===== config.mk =====
export PLATFORM = sky130hd
export DESIGN_NAME = wdog_supervisor
export DESIGN_NICKNAME = d
export VERILOG_FILES = /design/src/rtl/wdog_pkg.sv /design/src/rtl/wdog_window.sv /design/src/rtl/wdog_pulse.sv /design/src/rtl/wdog_cfg.sv /design/src/rtl/wdog_supervisor.sv
export SDC_FILE = /design/constraint.sdc
export NUM_CORES = 1
export LEC_CHECK = 0
export BUFFER_PORTS_ARGS = -buffer_cell sky130_fd_sc_hd__clkbuf_2
export CAP_MARGIN = 20
export CORE_AREA = 3 3 56 58
export CTS_CLUSTER_DIAMETER = 50
export CTS_CLUSTER_SIZE = 40
export DETAILED_ROUTE_END_ITERATION = 12
export DIE_AREA = 0 0 59 61
export PLACE_DENSITY = 0.57
export SLEW_MARGIN = 0
export SYNTH_ARGS = -nofsm -noshare
export SYNTH_HDL_FRONTEND = slang
export SYNTH_SLANG_ARGS = --single-unit

===== constraint.sdc =====
create_clock -name clk -period 1.95 [get_ports clk]
set_clock_uncertainty 0.2 [all_clocks]
set_input_delay 0 -clock clk [delete_from_list [all_inputs] [get_ports clk]]
set_output_delay 0 -clock clk [all_outputs]
set_load 0.02 [all_outputs]

===== src/rtl/wdog_pkg.sv =====
// Package: shared types for the watchdog supervisor.
// Assumes: nothing beyond IEEE 1800-2017.
package wdog_pkg;

    // Events the timing window reports in one cycle
    typedef struct packed {
        logic ack_ok;   // acknowledge inside the allowed window
        logic early;    // acknowledge before the minimum time
        logic expire;   // timeout reached without acknowledge
    } win_evt_t;

    // True when the window reports an event that must fire a pulse
    function automatic logic evt_fires(input win_evt_t e);
        return e.early | e.expire;
    endfunction

endpackage


===== src/rtl/wdog_window.sv =====
// Module: wdog_window
// Counts base ticks since the last restart and classifies acknowledges
// against a lower bound (MIN_TICKS) and the programmed limit (limit_i+1).
// Assumes: tick_i and ack_i are single-cycle strobes synchronous to clk;
// clear_i restarts the count; run_i low holds the count at zero.
module wdog_window
    import wdog_pkg::*;
#(
    parameter int unsigned WDT_W     = 4,
    parameter int unsigned MIN_TICKS = 2
) (
    input  logic             clk,
    input  logic             rst_n,
    input  logic             clear_i,
    input  logic             run_i,
    input  logic             tick_i,
    input  logic             ack_i,
    input  logic [WDT_W-1:0] limit_i,
    output win_evt_t         evt_o
);

    localparam int unsigned EL_W = WDT_W + 1;

    logic [EL_W-1:0] elapsed_q;
    logic            ack_ok;
    logic            early;
    logic            at_limit;

    // Low-bound check; a zero bound makes every acknowledge valid
    generate
        if (MIN_TICKS == 0) begin : g_no_min
            assign early  = 1'b0;
            assign ack_ok = run_i & ack_i;
        end else begin : g_min
            logic below_min;
            assign below_min = (elapsed_q < EL_W'(MIN_TICKS));
            assign early     = run_i & ack_i & below_min;
            assign ack_ok    = run_i & ack_i & ~below_min;
        end
    endgenerate

    assign at_limit = (elapsed_q == {1'b0, limit_i});

    // Classify the cycle: a valid acknowledge beats an expiring tick
    always_comb begin
        evt_o.ack_ok = ack_ok;
        evt_o.early  = early;
        evt_o.expire = run_i & tick_i & at_limit & ~ack_i;
    end

    // Elapsed tick counter with restart on clear, disable or acknowledge
    always_ff @(posedge clk) begin
        if (!rst_n) begin
            elapsed_q <= '0;
        end else if (clear_i || !run_i || ack_ok || early) begin
            elapsed_q <= '0;
        end else if (tick_i && !at_limit) begin
            elapsed_q <= elapsed_q + EL_W'(1);
        end
    end

endmodule


===== src/rtl/wdog_pulse.sv =====
// Module: wdog_pulse
// Generates the fixed-width reset pulse. The power-on reset loads the
// pulse, fire_i reloads it, and clear_i aborts it. The output is a flop.
// Assumes: PULSE_CYC >= 1.
module wdog_pulse #(
    parameter int unsigned PULSE_CYC = 8
) (
    input  logic clk,
    input  logic rst_n,
    input  logic clear_i,
    input  logic fire_i,
    output logic pulse_o
);

    localparam int unsigned CNT_W = (PULSE_CYC > 1) ? $clog2(PULSE_CYC) : 1;
    localparam logic [CNT_W-1:0] LOAD = CNT_W'(PULSE_CYC - 1);

    logic [CNT_W-1:0] left_q;
    logic             active_q;

    // Pulse state: start on reset or fire, count down, abort on clear
    always_ff @(posedge clk) begin
        if (!rst_n) begin
            active_q <= 1'b1;
            left_q   <= LOAD;
        end else if (clear_i) begin
            active_q <= 1'b0;
            left_q   <= '0;
        end else if (fire_i) begin
            active_q <= 1'b1;
            left_q   <= LOAD;
        end else if (active_q) begin
            if (left_q == '0) begin
                active_q <= 1'b0;
            end else begin
                left_q <= left_q - CNT_W'(1);
            end
        end
    end

    assign pulse_o = active_q;

endmodule


===== src/rtl/wdog_cfg.sv =====
// Module: wdog_cfg
// Holds the enable bit and the timeout code. A fire or a hard clear wins
// over a write, and writes are refused while the reset pulse is active.
// Assumes: wr_i is a single-cycle strobe.
module wdog_cfg #(
    parameter int unsigned WDT_W   = 4,
    parameter int unsigned RST_WDT = 5
) (
    input  logic             clk,
    input  logic             rst_n,
    input  logic             clear_i,
    input  logic             fire_i,
    input  logic             busy_i,
    input  logic             wr_i,
    input  logic             wr_en_i,
    input  logic [WDT_W-1:0] wr_wdt_i,
    output logic             en_o,
    output logic [WDT_W-1:0] wdt_o,
    output logic             accepted_o
);

    logic             en_q;
    logic [WDT_W-1:0] wdt_q;

    assign accepted_o = wr_i & ~busy_i & ~fire_i & ~clear_i;

    // Register update with priority reset > clear > fire > write
    always_ff @(posedge clk) begin
        if (!rst_n || clear_i) begin
            en_q  <= 1'b0;
            wdt_q <= WDT_W'(RST_WDT);
        end else if (fire_i) begin
            en_q  <= 1'b0;
        end else if (accepted_o) begin
            en_q  <= wr_en_i;
            wdt_q <= wr_wdt_i;
        end
    end

    assign en_o  = en_q;
    assign wdt_o = wdt_q;

endmodule


===== src/rtl/wdog_supervisor.sv =====
// Module: wdog_supervisor (top)
// Watchdog supervisor with one shared power-on / watchdog reset output.
// It ties together the configuration register, the timing window and
// the pulse generator.
// Assumes: all inputs are synchronous to clk; tick_i comes from an
// external prescaler; MIN_TICKS <= timeout code for a usable window.
module wdog_supervisor
    import wdog_pkg::*;
#(
    parameter int unsigned WDT_W     = 4,
    parameter int unsigned PULSE_CYC = 8,
    parameter int unsigned MIN_TICKS = 2,
    parameter int unsigned RST_WDT   = 5
) (
    input  logic             clk,
    input  logic             rst_n,
    input  logic             hard_clr_i,
    input  logic             tick_i,
    input  logic             ack_i,
    input  logic             cfg_wr_i,
    input  logic             cfg_en_i,
    input  logic [WDT_W-1:0] cfg_wdt_i,
    output logic             wd_en_o,
    output logic             wd_rst_o
);

    logic             en_w;
    logic [WDT_W-1:0] wdt_w;
    logic             wr_acc_w;
    logic             pulse_w;
    logic             run_w;
    logic             fire_w;
    win_evt_t         evt_w;

    assign run_w  = en_w & ~pulse_w;
    assign fire_w = evt_fires(evt_w) & ~hard_clr_i;

    wdog_cfg #(
        .WDT_W   (WDT_W),
        .RST_WDT (RST_WDT)
    ) u_cfg (
        .clk        (clk),
        .rst_n      (rst_n),
        .clear_i    (hard_clr_i),
        .fire_i     (fire_w),
        .busy_i     (pulse_w),
        .wr_i       (cfg_wr_i),
        .wr_en_i    (cfg_en_i),
        .wr_wdt_i   (cfg_wdt_i),
        .en_o       (en_w),
        .wdt_o      (wdt_w),
        .accepted_o (wr_acc_w)
    );

    wdog_window #(
        .WDT_W     (WDT_W),
        .MIN_TICKS (MIN_TICKS)
    ) u_window (
        .clk     (clk),
        .rst_n   (rst_n),
        .clear_i (hard_clr_i | wr_acc_w),
        .run_i   (run_w),
        .tick_i  (tick_i),
        .ack_i   (ack_i),
        .limit_i (wdt_w),
        .evt_o   (evt_w)
    );

    wdog_pulse #(
        .PULSE_CYC (PULSE_CYC)
    ) u_pulse (
        .clk     (clk),
        .rst_n   (rst_n),
        .clear_i (hard_clr_i),
        .fire_i  (fire_w),
        .pulse_o (pulse_w)
    );

    assign wd_en_o  = en_w;
    assign wd_rst_o = pulse_w;

endmodule


# Word level (Yosys, flattened, before mapping)
# Index checks and enable logic that the tools add are counted.
# classes
n_reduce_logical	14
mux	8
magnitude_cmp	1
bitwise	19
addsub	2
eq_ne	2
# op_table
op	n
3-bit two-way mux	4
1-bit AND	11
1-bit NOT	6
5-bit by 1-bit adder with 5-bit output (second input constant)	1
5-bit by 4-bit == test with 1-bit output	1
5-bit by 2-bit less-than comparator with 1-bit output (second input constant)	1
1-bit logical OR	4
1-bit two-way mux	4
2-bit AND reduction	2
2-bit OR reduction	2
1-bit logical NOT	3
3-bit logical NOT	1
3-bit != test (second input constant)	1
3-bit nonzero test	1
3-bit by 1-bit subtractor with 3-bit output (second input constant)	1
1-bit OR	2
1-bit logical AND	1
# totals
reg_bits	14
input_bits	11
output_inout_bits	2

# Depth between registers and ports, before layout
# logic_depth
depth_word	15
mapped_depth	6

# Cells and area by module
# From an unflattened synthesis, not the netlist that was laid out.
# unflattened
cells_unflattened	108
area_unflattened_um2	953.4
# modules_own_cells
mod	seq_area_each_um2	cells_each	instances	area_each_um2
wdog_window	100.1	59	1	430.4
wdog_cfg	100.1	23	1	269.0
wdog_pulse	80.1	23	1	231.5
wdog_supervisor	0.0	3	1	22.5

# Least setup slack after synthesis
# Ideal clock, no wire load.
# synth_path
path_type	register -> register
from	reg u_window.elapsed_q[3]
to	reg u_window.elapsed_q[0]
path_buffers	0
stages_incl_launch_ff	5
setup_time_ps	74
required_time_ps	1676
arrival_time_ps	1555
period_less_slack_ps	1830
path_slack_ps	120
path_cell_list	dfxtp_1 > or4_4 > o31ai_4 > o2111ai_1 > a31oi_1
# synth_via
elab_chain_len	13
word_cells_on_any_way	19
# synth_rtl
element	line	rtl
from (decl)	wdog_window.sv:24	logic [EL_W-1:0] elapsed_q;
from (signal assigned)	wdog_window.sv:58	elapsed_q <= elapsed_q + EL_W'(1);
parallel branches: the longest is 13 deep, another holds 5-bit by 2-bit less-than comparator with 1-bit output	n/a	
# Several ways; the timed one is not identified.
# A chain may end at the register's enable or synchronous reset.

# Final worst setup path
# layout_path
from	reg u_window.elapsed_q[3]
to	reg u_cfg.wdt_q[1], in the netlist u_cfg.wdt_o[1]
# layout_via
elab_chain_len	9
word_cells_on_any_way	11
# layout_rtl
element	line	rtl
parallel branches: the longest is 3 deep, another holds 5-bit by 2-bit less-than comparator with 1-bit output	n/a	
1-bit OR (*)	wdog_pkg.sv:14	return e.early | e.expire;
1-bit AND (*)	wdog_supervisor.sv:36	assign fire_w = evt_fires(evt_w) & ~hard_clr_i;
1-bit NOT (*)	wdog_cfg.sv:25	assign accepted_o = wr_i & ~busy_i & ~fire_i & ~clear_i;
1-bit AND (2 in series)	wdog_cfg.sv:25	
2-bit AND reduction (no source line) (*)	n/a	
to (signal assigned)	wdog_cfg.sv:31	wdt_q <= WDT_W'(RST_WDT);
to (signal assigned)	wdog_cfg.sv:36	wdt_q <= wr_wdt_i;
to (decl)	wdog_cfg.sv:23	logic [WDT_W-1:0] wdt_q;
# Mark *: on every way between the ends.

==> qor.yml <==
setup_path:
  cp-start-kind: "flop"
  crit_type: "flop to flop"
  end_kind: "flop"
  arrival_ns: 1.82
  cp_max_fo: 7
  required_ns: 1.90
  timing.reg2reg.setup_slack_ns: 0.09
pwr:
  p_per_area_nw_per_um2: 565
  p_leak_nw: 0.450
  fin_total_pwr_mw: 0.659
  ir_drop_mv: 0.349
clocking:
  cts_sinks: 14
  clk_latency_ns: 0.27
  clkSlewWorstSetupHoldPaths_ns: 0.09
  htreeDepth: 1
  clockBufferDepth: 2
  cts_setup_buffers: 0
  cts_inserted_buffers: 3
  cts_tree: "yes"
  cts_root_buffer: "clkbuf_4"
timing:
  min_period_ns: 1.86
  tightest_slew_ns: 0.399
  period_share: 0.956
  final_hold_viol_count: 0
  drv_slew: 0
  max_slew_margin: 0.733
  max_clock_freq_mhz: 536
  setup_viol: 0
  finalSetupTns_ns: 0
  rsz0062_at_grt: "false"
detailed_routing:
  viasPerCell: 5.26
  drtAntennaViolNets: 0
  wl_microns: 2090
  drtIter0Drc: 10
  first_pass_iters: 4
  wl_per_cell_microns: 13.1
  dr_total_vias: 842
  route.detailed.drc: 0
floorplanning:
  core-area_sq_um: 2710
  die_area_sq_um: 3600
  io_pins: 13
  die_w_microns: 59
  start_util: 0.318
  row_count: 19
  die_h_microns: 61
synthesis:
  synth.top_cell.area_share: 0.325
  synth_ff_type: "dfxtp_1"
  synth_nets: 109
  ys_types: 36
  synth_edf_count: 0
  synth_seq_area_share: 0.325
  synth_top_area_cell: "dfxtp_1"
  syn_avg_cell_area_sq_um: 9.07
  yosys-top-cells-area: "dfxtp_1 33%, mux2i_1 5.8%, a41oi_1 5.1%"
  syn_area_sq_um: 862
  async_flop_share: 0
  syn-instance-count: 95
  ys.warnings.count: 0
  synth-seq-cells: 14
placement:
  place.port_buffers: 12
  gp_congestion: 0.863
  hpwl_microns: 1570
global_routing:
  grt_pass1_wl_microns: 3490
  grt_use_total: 0.131
  grt_pass1_vias: 793
  overflow: 0
  grt_max_degree: 11
  antenna_found_initial: 0
final_layout:
  synthToLayoutAreaGrowth_pct: 35.3
  regArea_sq_um: 280
  drive_above_1_share: 0.264
  nFillCells: 293
  utilization: 0.430
  multi_input_area_sq_um: 561
  diodes: 0
  layout.nets: 144
worst_hold_path:
  min_path_type: "primary input to flop"
flow_run:
  maxCapViolCount: 0
run_status:
  status: "completed"
[flip-flops by register name, indices dropped and copies added, names as in the netlist]
register	cells
u_cfg.en_o	1
u_cfg.wdt_o	4
u_pulse.left_q	3
u_window.elapsed_q	5
u_pulse.pulse_o	1
[cell families (layout without fill, tap and decap cells)]
logic type	Yosys count	after routing	synth area share
buf+inv	7	41	0.0305
xor+xnor	5	5	0.0508
mux	6	6	0.0711
simple gates	35	35	0.229
fa+ha+maj	3	3	0.0435
flops	14	14	0.325
compound gates	25	25	0.250
[path summary, 6_finish.rpt]
kind / end / start / cells after the start
worst max-delay path: u_cfg.wdt_o[1]$_SDFFE_PP0P_ / u_window.elapsed_q[3]$_SDFFE_PP0P_ / 4
worst min-delay path: u_pulse.left_q[1]$_SDFFE_PN1P_ / ack_i / 3
worst max register to register: u_cfg.wdt_o[1]$_SDFFE_PP0P_ / u_window.elapsed_q[3]$_SDFFE_PP0P_ / 4
worst min register to register: u_cfg.wdt_o[3]$_SDFFE_PP0P_ / u_cfg.wdt_o[3]$_SDFFE_PP0P_ / 2
[critical path, cell delays in order, from the launching register on]
cell	delay (ns)
dfxtp_1	0.32
or4_4	0.57
o31ai_4	0.35
a31oi_4	0.13
mux2i_1	0.17
[power by group]
part	total (mW)	switching (mW)	internal (mW)
logic	0.143	0.0688	0.0743
clock network	0.207	0.0930	0.113
registers	0.309	0.00681	0.302
total	0.659	0.169	0.490
[area by class of cell]
cell class                 instances  share of cell area
multi-input combinational         74               0.481
sequential                        14               0.240
timing repair buffer              31               0.195
tap                               31              0.0333
clock buffer                       4              0.0311
inverter                           6              0.0193
[what timing repair did]
action	4_1_cts	5_1_grt
hold buffers	10	0
resized for setup	0	1
setup endpoints to repair	0	8
hold endpoints to repair	13	0
[cell usage in the layout (no fill, tap or decap), types with 4 or more instances in the layout]
cell type	instances
dlygate4sd3_1	10
mux2i_1	5
buf_4	9
nor2_1	8
dfxtp_1	14
xor2_1	4
clkbuf_2	12
inv_1	6
a41oi_1	5
nand2_1	8
o2111ai_1	4
[cell usage after synthesis, types with 2 or more instances]
cell type	instances
a211oi_1	3
o2111ai_1	4
nor2_1	8
ha_1	3
mux2i_1	5
a21oi_1	2
xor2_1	4
nand4_1	2
inv_1	6
dfxtp_1	14
nor2b_1	3
nand2_1	8
o21ai_0	2
and3_1	2
a41oi_1	5
o211ai_1	2
a31oi_1	3
[layer usage]
layer | GRT usage | vias up | wire length, microns
li1 | - | 432 | -
met1 | 0.150 | 394 | 908
met2 | 0.238 | 14 | 1100
met3 | 0.0191 | 2 | 60
met4 | 0.0583 | 0 | 19
met5 | 0 | - | 0
[metrics by stage]
| step | cell area, sq um | worst slack, ns | hold WS (ns) | instances |
|---|---|---|---|---|
| 6_report | 1170 | 0.0856 | 0.0375 | 160 |
| 5_1_grt | 1170 | 0.00607 | 0.0595 | 160 |
| 4_1_cts | 1160 | 0.0352 | 0.00443 | 160 |
| 3_5_place_dp | 1020 | 0.0622 | 0.0478 | 146 |
| 3_3_place_gp | 1020 | 0.0755 | 0.0383 | 146 |
| 2_1_floorplan | 862 | 0.120 | -0.0735 | 95 |
(Power assumes the default switching activity.)
